===== config.mk =====
export PLATFORM = sky130hd
export DESIGN_NAME = vcvt_f2i
export DESIGN_NICKNAME = d
export VERILOG_FILES = /design/src/rtl/vcvt_f2i.sv
export SDC_FILE = /design/constraint.sdc
export NUM_CORES = 2
export LEC_CHECK = 0
export ABC_AREA = 1
export BUFFER_PORTS_ARGS = -buffer_cell sky130_fd_sc_hd__buf_2
export CAP_MARGIN = 20
export CORE_MARGIN = 4
export CORE_UTILIZATION = 36
export CTS_CLUSTER_SIZE = 8
export DETAILED_ROUTE_END_ITERATION = 12
export PLACE_DENSITY_LB_ADDON = 0.05
export SLEW_MARGIN = 15
export SYNTH_ARGS = -nofsm -noshare
export SYNTH_HDL_FRONTEND = slang
export SYNTH_SLANG_ARGS = --single-unit

===== constraint.sdc =====
create_clock -name clk -period 1.35 [get_ports clk]
set_input_delay 0.135 -clock clk [delete_from_list [all_inputs] [get_ports clk]]
set_output_delay 0.135 -clock clk [all_outputs]
set_load 0.01 [all_outputs]

===== src/rtl/vcvt_f2i.sv =====
module vcvt_f2i (
  input  logic         clk,
  input  logic         rst_n,
  input  logic         start,
  input  logic [1:0]   size,
  input  logic         uns,
  input  logic [1:0]   rmode,
  input  logic [127:0] src,
  input  logic [127:0] dst_old,
  input  logic [15:0]  mask,
  output logic [127:0] result,
  output logic         flag_inv,
  output logic         flag_inx,
  output logic         done,
  output logic         illegal
);

  // returns {invalid, inexact, value[31:0]}
  function automatic logic [33:0] conv(input logic [31:0] x, input logic half,
                                       input logic un, input logic [1:0] rm);
    logic         sgn, allone, nan_i, inf_i, big, rup, ovf, g, st;
    logic [7:0]   ef;
    logic [22:0]  mf;
    logic [23:0]  mant;
    logic [111:0] q;
    logic [31:0]  ip, v;
    logic [32:0]  mag, lim, m2;
    int           e, sh;
    sgn    = half ? x[15] : x[31];
    ef     = half ? {3'b0, x[14:10]} : x[30:23];
    mf     = half ? {x[9:0], 13'b0} : x[22:0];
    allone = half ? (ef == 8'd31) : (ef == 8'd255);
    nan_i  = allone && (mf != 23'd0);
    inf_i  = allone && (mf == 23'd0);
    mant   = {ef != 8'd0, mf};
    e      = (ef == 8'd0 ? 1 : int'(ef)) - (half ? 15 : 127);
    sh     = 31 - e;
    big    = sh < 0;
    ip = '0; g = 1'b0; st = 1'b0; q = '0;
    if (!big && sh <= 88) begin
      q  = {mant, 88'b0} >> sh;
      ip = q[111:80];
      g  = q[79];
      st = |q[78:0];
    end else if (!big) begin
      st = |mant;
    end
    case (rm)
      2'd0:    rup = g;
      2'd1:    rup = g & (st | ip[0]);
      2'd2:    rup = ~sgn & (g | st);
      default: rup = sgn & (g | st);
    endcase
    mag = {1'b0, ip} + {32'b0, rup};
    if (un)
      lim = sgn ? 33'd0 : (half ? 33'h0_0000_FFFF : 33'h0_FFFF_FFFF);
    else if (half)
      lim = sgn ? 33'h0_0000_8000 : 33'h0_0000_7FFF;
    else
      lim = sgn ? 33'h0_8000_0000 : 33'h0_7FFF_FFFF;
    ovf = inf_i | big | (mag > lim);
    m2  = ovf ? lim : mag;
    v   = sgn ? (32'd0 - m2[31:0]) : m2[31:0];
    if (nan_i)    return {1'b1, 1'b0, 32'd0};
    else if (ovf) return {1'b1, 1'b0, v};
    else          return {1'b0, g | st, v};
  endfunction

  logic         legal;
  logic [127:0] nxt;
  logic         inv_n, inx_n;

  assign legal = size[0] ^ size[1];

  always_comb begin
    logic [33:0] c;
    nxt   = dst_old;
    inv_n = 1'b0;
    inx_n = 1'b0;
    if (size == 2'd1) begin
      for (int i = 0; i < 8; i++) begin
        c = conv({16'b0, src[16*i +: 16]}, 1'b1, uns, rmode);
        for (int b = 0; b < 2; b++)
          if (mask[2*i+b]) nxt[16*i+8*b +: 8] = c[8*b +: 8];
        if (mask[2*i]) begin
          inv_n = inv_n | c[33];
          inx_n = inx_n | c[32];
        end
      end
    end else begin
      for (int i = 0; i < 4; i++) begin
        c = conv(src[32*i +: 32], 1'b0, uns, rmode);
        for (int b = 0; b < 4; b++)
          if (mask[4*i+b]) nxt[32*i+8*b +: 8] = c[8*b +: 8];
        if (mask[4*i]) begin
          inv_n = inv_n | c[33];
          inx_n = inx_n | c[32];
        end
      end
    end
  end

  always_ff @(posedge clk or negedge rst_n) begin
    if (!rst_n) begin
      result   <= '0;
      flag_inv <= 1'b0;
      flag_inx <= 1'b0;
      done     <= 1'b0;
      illegal  <= 1'b0;
    end else begin
      done    <= start & legal;
      illegal <= start & ~legal;
      if (start && legal) begin
        result   <= nxt;
        flag_inv <= flag_inv | inv_n;
        flag_inx <= flag_inx | inx_n;
      end
    end
  end

endmodule


# Word-level counts from Yosys, hierarchy flattened
# Index checks and enable logic that the tools add are counted.
word_totals:
  input_bits: 280
  reg_bits: 132
  out_inout_bits: 132
  word_cells: 661
op_classes:
  magnitude_cmp: 36
  bitwise: 118
  n_reduce_logical: 122
  n_mux: 305
  shifts: 12
  eq_ne: 15
  n_addsub: 48
ops:
  columns: ["operator", "count"]
  rows:
  - ["$mux 32", 60]
  - ["$shr 112x32->112", 12]
  - ["$mux 34", 34]
  - ["$reduce_or 79->1", 12]
  - ["$add 32x1->33", 12]
  - ["$gt 33x33->1", 12]
  - ["$mux 33", 12]
  - ["$mux 16", 24]
  - ["$sub 1x32->32 const A", 12]
  - ["$mux 8", 36]
  - ["$mux 128", 1]
  - ["$mux 1", 118]
  - ["$reduce_or 24->1", 4]
  - ["$logic_not 23->1", 4]
  - ["$reduce_bool 23->1", 4]
  - ["$reduce_or 11->1", 8]
  - ["$logic_not 10->1", 8]
  - ["$reduce_bool 10->1", 8]
  - ["$or 1x1->1", 70]
  - ["$le 7x8->1 const B", 8]
  - ["$lt 7x1->1 const B", 8]
  - ["$sub 6x6->7 const A", 8]
  - ["$sub 5x4->6 const B", 8]
  - ["$eq 5x5->1 const B", 8]
  - ["19 further kinds", 165]

# Logic depth before layout (Yosys ltp)
logic_depth:
  word_depth: 45
  mapped_depth: 72
  ltp_nobuf: 68

# Worst setup path before layout
# Ideal clock, no wire load.
synth_path:
  path_type: "input to register"
  startpoint: "in src[89]"
  endpoint: "reg result[80]"
  t_required_ns: 1.232
  t_arrival_ns: 7.308
  path_slack_ns: -6.076
  path_stages: 56
  path_buffers: 1
  setup_time_ns: 0.118
  cell_sequence: "inv_1 > nor2_4 > nand2_1 > inv_1 > nor2_1 > nor2_1 > inv_1 > ha_1 > nand2_1 > nand2_2 > inv_2 > nor2_8 > buf_4 > nand3_1 > nand3_1 > nand3_1 > nand2_1 > o21ai_1 > [20 not listed] > nand2_1 > or4_1 > nor2_1 > nand4_1 > nand2_1 > nand2_1 > inv_2 > nor2_1 > a21oi_1 > ha_1 > nand4_1 > nor3_2 > nand3_2 > nand2_1 > o21ai_0 > xor2_1 > a21oi_1 > nor2_1"
synth_via:
  elab_chain_len: 24
  elab_cells_between_ends: 73
  cone_classes: "add/sub: 6; order compare: 4; eq/ne: 1; shift: 2; mux: 32; bitwise: 14; reduce/logical: 14"
synth_lines:
  columns: ["element", "line", "source"]
  rows:
  - ["start, declared", "8", "input logic [127:0] src,"]
  - ["parallel branches: the longest is 23 deep, another holds $sub 6x9->10", null, null]
  - ["$mux 128 *", "80", "if (size == 2'd1) begin"]
  - ["end signal, assigned", "114", "result <= nxt;"]
  - ["end, declared", "11", "output logic [127:0] result,"]
# Mark *: on every way between the ends. The select of a mux whose other input is x is not followed.
# A chain may end at the register's enable or synchronous reset.

# Worst setup path after layout
layout_path:
  startpoint: "in src[88]"
  endpoint: "reg result[74]"
layout_via:
  elab_chain_len: 24
  elab_cells_between_ends: 41
  cone_classes: "add/sub: 4; order compare: 3; eq/ne: 1; shift: 1; mux: 17; bitwise: 7; reduce/logical: 8"
layout_lines:
  columns: ["element", "line", "source"]
  rows:
  - ["parallel branches: the longest is 20 deep, another holds $sub 6x9->10", null, null]
  - ["$mux 34 *", "64", "if (nan_i) return {1'b1, 1'b0, 32'd0};"]
  - ["$mux 34 *", "80", null]
  - ["$mux 8 *", "94", "if (mask[4*i+b]) nxt[32*i+8*b +: 8] = c[8*b +: 8];"]
  - ["$mux 128 *", "80", null]
# Marks and branches as above.

==> reports/summary.txt <==
status: finished with violations
violated checks: negative setup slack
Max stage delay on crit path: 340 ps
yosys warns: 0
cell with the biggest individual delay on the critical path: nor4_2
number of cells produced by synthesis: 9,318
maximum clock skew at final layout: 0 ps
final estimated routing congestion in global placement: 1.02
register bit total from synthesis: 132
number of antenna violations at the first check in global routing: 17
ys async rst share: 100%
Critical path origin: src[88]
prevailing post-synth register cell: dfrtp_1
wire length per cell: 18.7 um
Std-Cell Core Area: 135,000 um^2
clock period minus worst slack: 7280 ps
Fin Setup TNS: -707,620 ps
WHS Endpoint: result[62]
worst vdd ir: 0.00106 V
Fmax: 0.137 GHz
number of unique standard cell types used by synthesis: 89
TritonCTS clock tree: built
worst setup path category: input port to register
Total Nets Final: 13,200
depth of the worst register-to-register path: 3
setup slack, reg-to-reg: 460 ps
dominant combinational cell family by area after synthesis: simple AND/OR/NAND/NOR gates
dominant cell type by count on the critical path: buf_6
clock buffers created by TritonCTS: 17
overall routed net length: 269 mm
number of violations of the max-capacitance limit: 0
number of failing hold endpoints at the final stage: 0
number of nets with antenna violations after routing: 0
post-synthesis simple-gate area fraction: 54.7%
CTS Buffer Depth: 2
register area share after synthesis: 6.73%
pins over their slew limit: 0
post-placement setup slack: -6880 ps
IO buf count: 411
Clk pin slew, worst setup/hold paths: 70 ps
total I/O pin count: 412
net count after synthesis: 9,919
Clock H-tree levels: 4
Chip Height: 377 um
category of the worst setup path launch point: input port
Syn Std Cell Area: 49,100 um^2
Worst Hold Path Cells: 5
final setup violating endpoints: 140
hold crit path type: input port to register
count of flip-flops with a built-in enable after synthesis: 0
first-iteration detailed-routing DRC count: 6,850
Crit path arrival time: 7700 ps
DRC violations left: 0
xor and xnor area share after synthesis: 3.19%
synthesis-to-layout area growth: 78.7%
horizontal extent of the die: 377 um
power per unit of standard cell area: 628 nW/um^2
proportion of synthesized area in mux cells: 0.0612%
fraction of final layout cells sized beyond drive strength 1: 44.0%
Die ar.: 142,000 um^2
first-pass GRT wire length: 396 mm
Starting Density: 36.2%
endpoint of the lowest-slack register-to-register path: result[76]
global-route congestion overflow total: 0
clock tree root buffer cell: clkbuf_16
Worst Min Path Start: dst_old[62]
utilization of the core after routing: 64.7%
total number of vias: 76,800
total global-route track usage: 34.7%
vias in the first global route: 71,600
transition time at the pin with the least slew margin: 660 ps
final critical-path setup slack: -5930 ps
later-pin clock latency in the skew report: 520 ps
reg-to-reg startpoint: result[76]
highest fanout seen on the critical path: 7
kind of end point of the critical path: register
required time at the endpoint of the critical path: 1770 ps
mean cell area of the mapped netlist: 5.27 um^2
setup repair after global routing missed its margin: yes
period utilisation layout: 539%
Avg Vias per Cell: 5.33
share of the synthesized area in compound gates (AO/OA/AOI/OAI): 15.9%
post-synthesis share of cell area spent on full adders, half adders and majority gates: 8.18%
clock sinks: 132
Slew Limit Headroom: 55.8%
Pleak: 45.1 nW
drt first pass iters: 9
total number of placement rows: 135
pin count of the biggest net entering global routing: 44
HPWL after detailed placement: 215 mm
## through the flow
stage / cells / power (mW) / hold slack [ps] / cell area [um^2]
3_5_place_dp: 14000 / 43.3 / 24.8 / 75300
6_report: 14400 / 55.1 / 1.01 / 87700
5_1_grt: 14400 / 58.9 / 25.8 / 87700
2_1_floorplan: 9318 / 24.4 / -161 / 51100
3_3_place_gp: 14000 / 43.0 / 24.8 / 75300
4_1_cts: 14300 / 51.1 / 2.31 / 81700
## worst max-delay path: cells and delay by family
kind / cells / cell delay (ps)
AO/OA/AOI/OAI: 10 / 1260
XOR/XNOR: 1 / 190
AND/OR/NAND/NOR: 27 / 3250
buffers and inverters: 19 / 2030
adder cells (fa/ha/maj): 4 / 800
## layout make-up
| cell class | instances | area (um^2) |
|---|---|---|
| clock buffers | 18 | 439 |
| fillers | 12700 | 47800 |
| repair inverters | 2 | 13.8 |
| repair buffers | 3623 | 28400 |
| inverters | 1000 | 3900 |
| multi-input cells | 7824 | 49200 |
| diodes | 11 | 27.5 |
| clock inverters | 14 | 130 |
| flip-flops and latches | 132 | 3300 |
| well taps | 1781 | 2230 |
## kinds of logic after synthesis
kind of cell	after synthesis
buffers and inverters	1364
muxes	3
adders and majority gates	321
DFF	132
and+or+nand+nor	5942
xor gates and xnor gates	178
AOI/OAI and AO/OA	1378
## synthesized netlist by cell type (all sizes together), types with 3 or more instances
master	instances	area share, %
o211ai	31	0.47
inv	968	7.4
mux2i	3	0.061
o31ai	15	0.23
a31o	3	0.054
nor2	1119	9.7
dfrtp	132	6.7
o21bai	6	0.092
a311oi	4	0.071
or4	3	0.046
a21oi	399	4.1
a41o	4	0.082
a41oi	11	0.20
clkinv	32	0.25
xnor2	63	1.1
ha	321	8.2
nand2	2836	23
o41ai	6	0.11
and2	16	0.20
o22ai	6	0.077
o2111ai	18	0.32
xor2	115	2.1
a31oi	41	0.54
a221oi	17	0.30
a21o	8	0.12
o21ai	703	7.4
a211oi	32	0.49
o221ai	4	0.071
nor4	42	0.54
nand3	1400	15
nand3b	39	0.60
a21boi	15	0.23
or2	51	0.65
nor3	138	1.5
buf	176	2.1
o21a	10	0.15
and3	6	0.077
o311ai	5	0.089
a22oi	19	0.29
clkbuf	188	1.4
a32oi	3	0.054
nor3b	9	0.15
nand4	276	3.6
## state kept, by name, indices dropped and copies added (netlist names)
signal / flops
result: 128
done: 1
flag_inx: 1
illegal: 1
flag_inv: 1
## layout by cell type, fill, tap and decap left out, types with 272 or more instances in the layout
cell type | synthesis | final
buf_4 | 20 | 2928
nand3_2 | 45 | 471
buf_2 | 89 | 388
nand3_1 | 1347 | 752
nor2_1 | 998 | 880
o21ai_0 | 561 | 350
nand4_1 | 272 | 272
inv_1 | 892 | 820
nand2_2 | 89 | 330
a21oi_1 | 393 | 312
nand2_1 | 2721 | 2395
## repair_timing
item,4_1_cts,5_1_grt
cloned,12,12
hold buffers,74,0
buffers inserted,189,135
gates resized for setup,821,1104
endpoints found under the setup margin,141,143
pin swaps,257,503
hold endpoints to repair,205,0
## routing by layer
layer	share of wire, %	global-route usage, %	vias to the layer above
met5	0.0078	0	-
met4	3.8	11.2	4
met3	8.4	6.79	506
met2	43	54.3	2895
met1	44	47.8	35700
li1	-	-	37700
## power breakdown
part	total, mW	internal [mW]	switching, mW
Combinational	44.5	19.8	24.7
Clock	5.01	2.59	2.43
Sequential	5.58	4.83	0.751
Total	55.1	27.2	27.9
## how the worst max path moves through the flow
stage | end | cells after the start
2_1_floorplan | result[92] | 58
3_3_place_gp | result[80] | 53
3_5_place_dp | result[80] | 53
4_1_cts | result[80] | 59
5_1_grt | result[74] | 59
6_report | result[74] | 61
Power figures use the tool's default switching activity.
